<file path="config.mk">
export PLATFORM = sky130hd
export DESIGN_NAME = nfs_cmd_seq
export DESIGN_NICKNAME = d
export VERILOG_FILES = /design/src/rtl/nfs_pkg.sv /design/src/rtl/nfs_lane_rep.sv /design/src/rtl/nfs_status_eval.sv /design/src/rtl/nfs_timer.sv /design/src/rtl/nfs_cmd_seq.sv
export SDC_FILE = /design/constraint.sdc
export NUM_CORES = 1
export LEC_CHECK = 0
export BUFFER_PORTS_ARGS = -buffer_cell sky130_fd_sc_hd__buf_2
export CORE_UTILIZATION = 55
export CTS_CLUSTER_SIZE = 14
export DETAILED_ROUTE_END_ITERATION = 8
export GPL_TIMING_DRIVEN = 0
export PLACE_DENSITY = 0.95
export SLEW_MARGIN = 25
export SYNTH_ARGS = -nofsm -noshare
export SYNTH_HDL_FRONTEND = slang
export SYNTH_SLANG_ARGS = --single-unit
</file>
<file path="constraint.sdc">
create_clock -name clk -period 4.6 [get_ports clk]
set_clock_uncertainty 0.15 [all_clocks]
set_input_delay 0.23 -clock clk [delete_from_list [all_inputs] [get_ports clk]]
set_output_delay 0.23 -clock clk [all_outputs]
set_load 0.02 [all_outputs]
</file>
<file path="src/rtl/nfs_pkg.sv">
package nfs_pkg;

   typedef enum logic [1:0] {
      OP_PROG   = 2'd0,
      OP_ERASE  = 2'd1,
      OP_LOCK   = 2'd2,
      OP_UNLOCK = 2'd3
   } nfs_op_e;

   localparam logic [1:0] RES_OK         = 2'd0;
   localparam logic [1:0] RES_FAIL       = 2'd1;
   localparam logic [1:0] RES_NOT_ERASED = 2'd2;

   localparam logic [7:0] CB_CLR_STAT  = 8'h50;
   localparam logic [7:0] CB_READ_ARR  = 8'hFF;
   localparam logic [7:0] CB_PROG_SET  = 8'h40;
   localparam logic [7:0] CB_ERASE_SET = 8'h20;
   localparam logic [7:0] CB_CONFIRM   = 8'hD0;
   localparam logic [7:0] CB_PROT_SET  = 8'h60;
   localparam logic [7:0] CB_PROT_ON   = 8'h01;
   localparam logic [7:0] CB_SUSPEND   = 8'hB0;
   localparam logic [7:0] CB_READ_ID   = 8'h90;

   typedef enum logic [3:0] {
      ST_IDLE,
      ST_CHK_A,
      ST_CHK_S,
      ST_W_CLR,
      ST_W_RD,
      ST_W_SETUP,
      ST_W_DATA,
      ST_POLL_A,
      ST_POLL_S,
      ST_SUSP,
      ST_VER_ID,
      ST_VER_A,
      ST_VER_S,
      ST_END_CLR,
      ST_END_RD,
      ST_DONE
   } nfs_state_e;

endpackage

</file>
<file path="src/rtl/nfs_lane_rep.sv">
module nfs_lane_rep #(
   parameter int DATA_W = 32
) (
   input  logic [7:0]        cmd_byte,
   output logic [DATA_W-1:0] cmd_word
);
   localparam int LANES = DATA_W / 16;

   for (genvar g = 0; g < LANES; g++) begin : g_lane
      assign cmd_word[16*g +: 16] = {8'h00, cmd_byte};
   end

endmodule

</file>
<file path="src/rtl/nfs_status_eval.sv">
module nfs_status_eval #(
   parameter int DATA_W = 32
) (
   input  logic [DATA_W-1:0] rd_word,
   input  logic [DATA_W-1:0] prog_word,
   output logic              ready,
   output logic              err_prog,
   output logic              err_erase,
   output logic              prot_all,
   output logic              prot_any,
   output logic              not_erased
);
   localparam int LANES = DATA_W / 16;

   logic [LANES-1:0] rdy_l, ep_l, ee_l, pr_l;

   for (genvar g = 0; g < LANES; g++) begin : g_lane
      assign rdy_l[g] = rd_word[16*g + 7];
      assign ep_l[g]  = rd_word[16*g + 4];
      assign ee_l[g]  = rd_word[16*g + 5];
      assign pr_l[g]  = rd_word[16*g];
   end

   assign ready      = &rdy_l;
   assign err_prog   = |ep_l;
   assign err_erase  = |ee_l;
   assign prot_all   = &pr_l;
   assign prot_any   = |pr_l;
   assign not_erased = (rd_word & prog_word) != prog_word;

endmodule

</file>
<file path="src/rtl/nfs_timer.sv">
module nfs_timer #(
   parameter int LIMIT = 4096
) (
   input  logic clk,
   input  logic rst_n,
   input  logic clear,
   input  logic run,
   output logic expired
);
   localparam int CW = $clog2(LIMIT + 1);

   logic [CW-1:0] cnt;

   assign expired = cnt >= CW'(LIMIT);

   always_ff @(posedge clk) begin
      if (!rst_n || clear) begin
         cnt <= '0;
      end else if (run && !expired) begin
         cnt <= cnt + 1'b1;
      end
   end

endmodule

</file>
<file path="src/rtl/nfs_cmd_seq.sv">
module nfs_cmd_seq
   import nfs_pkg::*;
#(
   parameter int DATA_W  = 32,
   parameter int ADDR_W  = 20,
   parameter int TMO_CYC = 4096
) (
   input  logic              clk,
   input  logic              rst_n,
   input  logic              req_valid,
   input  logic [1:0]        req_op,
   input  logic [ADDR_W-1:0] req_addr,
   input  logic [DATA_W-1:0] req_data,
   output logic              busy,
   output logic              done,
   output logic [1:0]        result,
   output logic [ADDR_W-1:0] fl_addr,
   output logic [DATA_W-1:0] fl_wdata,
   output logic              fl_we,
   input  logic [DATA_W-1:0] fl_rdata
);
   if (DATA_W != 16 && DATA_W != 32) begin : g_bad_width
      $error("nfs_cmd_seq: DATA_W must be 16 or 32");
   end
   if (ADDR_W < 2) begin : g_bad_addr
      $error("nfs_cmd_seq: ADDR_W must be at least 2");
   end
   if (TMO_CYC < 1) begin : g_bad_tmo
      $error("nfs_cmd_seq: TMO_CYC must be positive");
   end

   nfs_state_e        st, st_nx;
   nfs_op_e           op_q;
   logic [ADDR_W-1:0] addr_q;
   logic [DATA_W-1:0] data_q;
   logic [1:0]        res_q, res_nx;
   logic [7:0]        cmd_byte;
   logic [DATA_W-1:0] cmd_word;
   logic              accept;
   logic              s_ready, s_err_p, s_err_e, s_all, s_any, s_not_erased;
   logic              tmo;

   assign accept = (st == ST_IDLE) && req_valid;

   nfs_lane_rep #(.DATA_W(DATA_W)) u_rep (
      .cmd_byte (cmd_byte),
      .cmd_word (cmd_word)
   );

   nfs_status_eval #(.DATA_W(DATA_W)) u_eval (
      .rd_word    (fl_rdata),
      .prog_word  (data_q),
      .ready      (s_ready),
      .err_prog   (s_err_p),
      .err_erase  (s_err_e),
      .prot_all   (s_all),
      .prot_any   (s_any),
      .not_erased (s_not_erased)
   );

   nfs_timer #(.LIMIT(TMO_CYC)) u_tmr (
      .clk     (clk),
      .rst_n   (rst_n),
      .clear   (accept),
      .run     (st == ST_POLL_A || st == ST_POLL_S),
      .expired (tmo)
   );

   always_comb begin
      st_nx  = st;
      res_nx = res_q;
      unique case (st)
         ST_IDLE: begin
            if (req_valid) begin
               res_nx = RES_OK;
               unique case (nfs_op_e'(req_op))
                  OP_PROG:  st_nx = ST_CHK_A;
                  OP_ERASE: st_nx = ST_W_CLR;
                  default:  st_nx = ST_W_SETUP;
               endcase
            end
         end
         ST_CHK_A: st_nx = ST_CHK_S;
         ST_CHK_S: begin
            if (s_not_erased) begin
               res_nx = RES_NOT_ERASED;
               st_nx  = ST_DONE;
            end else begin
               st_nx = ST_W_CLR;
            end
         end
         ST_W_CLR:   st_nx = (op_q == OP_PROG) ? ST_W_RD : ST_W_SETUP;
         ST_W_RD:    st_nx = ST_W_SETUP;
         ST_W_SETUP: st_nx = ST_W_DATA;
         ST_W_DATA:  st_nx = (op_q == OP_LOCK || op_q == OP_UNLOCK) ? ST_VER_ID : ST_POLL_A;
         ST_POLL_A:  st_nx = ST_POLL_S;
         ST_POLL_S: begin
            if (s_ready) begin
               if ((op_q == OP_PROG && s_err_p) || (op_q == OP_ERASE && s_err_e)) begin
                  res_nx = RES_FAIL;
               end
               st_nx = ST_END_CLR;
            end else if (tmo) begin
               res_nx = RES_FAIL;
               st_nx  = ST_SUSP;
            end else begin
               st_nx = ST_POLL_A;
            end
         end
         ST_SUSP:   st_nx = ST_END_CLR;
         ST_VER_ID: st_nx = ST_VER_A;
         ST_VER_A:  st_nx = ST_VER_S;
         ST_VER_S: begin
            if ((s_any && !s_all) || (s_any != (op_q == OP_LOCK))) begin
               res_nx = RES_FAIL;
            end
            st_nx = ST_END_CLR;
         end
         ST_END_CLR: st_nx = ST_END_RD;
         ST_END_RD:  st_nx = ST_DONE;
         ST_DONE:    st_nx = ST_IDLE;
         default:    st_nx = ST_IDLE;
      endcase
   end

   always_ff @(posedge clk) begin
      if (!rst_n) begin
         st     <= ST_IDLE;
         op_q   <= OP_PROG;
         addr_q <= '0;
         data_q <= '0;
         res_q  <= RES_OK;
      end else begin
         st    <= st_nx;
         res_q <= res_nx;
         if (accept) begin
            op_q   <= nfs_op_e'(req_op);
            addr_q <= req_addr;
            data_q <= req_data;
         end
      end
   end

   always_comb begin
      unique case (st)
         ST_W_CLR, ST_END_CLR: cmd_byte = CB_CLR_STAT;
         ST_W_RD, ST_END_RD:   cmd_byte = CB_READ_ARR;
         ST_W_SETUP: begin
            unique case (op_q)
               OP_PROG:  cmd_byte = CB_PROG_SET;
               OP_ERASE: cmd_byte = CB_ERASE_SET;
               default:  cmd_byte = CB_PROT_SET;
            endcase
         end
         ST_W_DATA: cmd_byte = (op_q == OP_LOCK) ? CB_PROT_ON : CB_CONFIRM;
         ST_SUSP:   cmd_byte = CB_SUSPEND;
         ST_VER_ID: cmd_byte = CB_READ_ID;
         default:   cmd_byte = 8'h00;
      endcase
   end

   always_comb begin
      unique case (st)
         ST_W_CLR, ST_W_RD, ST_W_SETUP, ST_W_DATA, ST_SUSP,
         ST_VER_ID, ST_END_CLR, ST_END_RD: fl_we = 1'b1;
         default:                          fl_we = 1'b0;
      endcase
   end

   assign fl_wdata = (st == ST_W_DATA && op_q == OP_PROG) ? data_q : cmd_word;
   assign fl_addr  = (st == ST_VER_A || st == ST_VER_S) ? addr_q + ADDR_W'(2) : addr_q;
   assign busy     = (st != ST_IDLE);
   assign done     = (st == ST_DONE);
   assign result   = res_q;

endmodule

</file>
==> results by group <==
Status
  – Status: complete, but fails checks
  – Failing checks: negative hold slack

Power
  – Switch Pwr: around 1.2 mW
  – Net Sw Frac: 45.41%
  – Power Internal: 1.454 mW
  – Sequential Power Share: about a third
  – Clock network power share: about 17%
  – P_leak: approximately 2.6 nW
  – Pwr dens: 460.6 mW/mm2
  – Worst VDD drop: roughly 0.33 mV
  – Final Total Pwr: between 2 and 3 mW
  – Comb pwr share: between 50% and 60%

Clocking
  – CTS tree: built
  – H-tree lvl count: 3
  – CTS Buf Count: 9
  – Cell at the root of the clock tree: clkbuf_8
  – Postcts setup bufs: 0
  – Clk sinks: 74
  – Cts repair resizes: 0
  – Reg clk slew, reported paths: roughly 0.080 ns
  – Hold buffer count at CTS: between 50 and 60
  – Clk Latency, worst-skew pair: roughly 0.35 ns
  – Clock buffer depth: 2

Routing
  – DR vias: between 4000 and 5000
  – Initial drt markers: around 430
  – Wire length per cell: about 16 um
  – Post-route antenna net violation count: 0
  – 1st-pass router iterations: 5
  – Via density: 5.677
  – Final WL: between 10000 and 15000 um
  – # DRC: 0

Worst setup path
  – CP dominant cell by count: buf_2
  – WS Path Type: reg -> out
  – Setup crit end kind: primary output
  – Worst reg2reg path startpoint: st[2]
  – Worst setup path startpoint: st[0]
  – CP max stage delay: 0.47 ns
  – CP Max Fanout: 10
  – R2R Setup Slk: 1.54 ns
  – Arr. time, crit path: about 2.9 ns
  – Critical-path cell list: buf_2 > or3b_2 > a21oi_2 > nand4_1 > nor2_1 > nand3_1 > xnor2_1 > buf_2
  – CP required: approximately 4.2 ns
  – Slowest-stage cell, CP: or3b_2
  – CP Launch Type: register

STA
  – Minimum clock period: 3.263 ns
  – Final Hold Fails: 1
  – TNS Setup: 0 ns
  – Final setup vio count: 0
  – Final worst-path cycle share: between 70% and 80%
  – RSZ-0062 raised after global routing: false
  – Max Clk Rate: ~310 MHz
  – Fin Hold WS: -0.003112 ns
  – Slew margin rel.: 37.24%
  – Pins over their slew limit: 0
  – Setup ws final: 1.337 ns
  – Slew @ Worst Pin: just over 0.9 ns

Global route
  – Initial antenna violation count: 0
  – Vias in the first global route: roughly 5000
  – Gr usage total: between 30% and 40%
  – Congestion Overflow GR: 0
  – Pin count of the biggest net entering global routing: 13
  – Global-route wire length before repair: 22580 um

Floorplanning
  – Area of the die: between 0.008 and 0.009 mm2
  – Initial core utilization: 57.64%
  – I/O pin count: about 150
  – Die Y: about 90 um
  – Core Rows: 31
  – Core Box Area: ~0.0074 mm2
  – Die Wd: between 80 and 90 um

Synthesis
  – Yosys cell types: 52
  – Synthesized Nets: 660
  – Sequential fraction of the synthesis area: between 30% and 40%
  – Yosys Warn Count: 0
  – Top_reg_cell synth: dfxtp_1
  – Synthesized instance count: roughly 570
  – Synth top area cells: dfxtp_1 (35%), nand2_1 (13%), a21boi_0 (9.5%)
  – Avg Cell Area, Syn: ~7.5 um2
  – Cell taking the most area after synthesis: dfxtp_1
  – Register bit total from synthesis: 74
  – Post-synth ARST share: 0%
  – Synthesized cell area: ~0.0042 mm2
  – Number of enable flip-flop cells after synthesis: 0
  – Synth top area share: about a third

Cells and area
  – Fillers: slightly above 500
  – Post-Layout Inst Area: 0.005782 mm2
  – Ratio of cells with drive above 1 in the final layout: 22.29%
  – Non-Filler Instances: 875
  – Antenna fix cells: 0
  – Area Growth Syn to Fin: 36.11%
  – Final core occ: 78.46%
  – Nets: ~870

Job
  – Max cap viols: 0

Placement
  – Post-Place Setup Slack: ~1.6 ns
  – HPWL Detailed: 9648 um
  – Routability congestion estimate: 0.9591
  – Placed cell count: between 800 and 900
  – Number of I/O port buffers: 144
  – Placed inst area: around 0.0051 mm2

Hold path
  – Worst hold start: req_op[0]
  – Worst min path class: in -> reg
-- power by group through the flow --
stage                     Clock [mW]  Combinational, mW  Sequential, mW
after floorplan                    0              0.881           0.860
after global placement             0               1.21           0.873
after detailed placement           0               1.25           0.881
after CTS                      0.447               1.29           0.867
after global routing           0.475               1.45           0.888
final                          0.451               1.34           0.876
-- cells in the final DEF (no fill, tap or decap), types with 3 or more instances in the layout --
cell type,instances
buf_2,147
inv_1,19
a21boi_0,54
xnor2_1,22
nand2b_1,20
ha_1,6
nand4_1,6
clkbuf_1,28
clkinv_2,3
or3_1,3
nor2_1,31
dfxtp_1,74
nor2b_1,9
o2111ai_1,6
o21ai_0,20
a21oi_1,16
and3_1,6
clkbuf_8,10
nor4_1,3
dlygate4sd3_1,52
nand3_1,11
xor2_1,5
nor3_1,6
nand2_1,142
a21o_1,19
nand3b_1,3
and2_1,17
-- worst max-delay path, delay by kind of cell (launching register included) --
family / cells / cell delay (ns)
buffers and inverters: 2 / 0.37
flip-flops: 1 / 0.30
AND/OR/NAND/NOR: 4 / 1.33
AO/OA/AOI/OAI: 1 / 0.31
XOR/XNOR: 1 / 0.22
-- per-layer routing --
metal  wire length [um]  vias to the layer above  track usage [%]  share of wire, %
met4                861                        0            23.25               6.0
met2               6795                      323            59.94                47
li1                   -                     2307                -                 -
met3               1270                       95            7.530               8.8
met5                  0                        -                0                 0
met1               5424                     2242            39.63                38
-- state kept, by name, summed over array words and instances, names as in the netlist --
name and flops:
data_q 32, st 4, u_tmr.cnt 13, addr_q 20
op_q 2, result 2, fl_we 1
-- final cells by class --
class | count | area, um2 | share of cell area (%)
Buffer | 35 | 146.4 | 2.532
Inverter | 20 | 75.07 | 1.298
Timing Repair Buffer | 196 | 1241 | 21.47
Tap cell | 99 | 123.9 | 2.142
Clock buffer | 10 | 137.6 | 2.380
Sequential cell | 74 | 1481 | 25.62
Multi-Input combinational cell | 436 | 2545 | 44.02
Clock inverter | 5 | 31.28 | 0.5410
-- path summary, 6_finish.rpt --
| path | to | cells past startpoint |
|---|---|---|
| max | fl_addr[19] | 8 |
| min | op_q[0] | 3 |
| max reg2reg | fl_we | 10 |
| min reg2reg | data_q[10] | 2 |
-- synthesized netlist by cell type, drive strengths merged, types with 3 or more instances --
library cell  instances
a21oi                17
inv                  19
a21o                 19
nand2b               20
or3                   3
and2                 17
and3                  6
xnor2                22
xor2                  5
clkbuf               28
nor2                 31
nor3                  7
nand3b                3
ha                    6
nand2               142
nor4                  3
o2111ai               6
dfxtp                74
o21ai                20
nand3                11
nor2b                 9
a21boi               54
nand4                 7
buf                   7
-- cell families after synthesis --
kind of cell	count (synthesis)	synth area share [%]
xor+xnor	27	5.567
compound gates	135	22.86
simple gates	267	29.46
flops	74	34.87
fa+ha+maj	6	1.767
mux	1	0.2651
buf+inv	55	5.213
No activity file was read; power rests on OpenSTA's default activity.
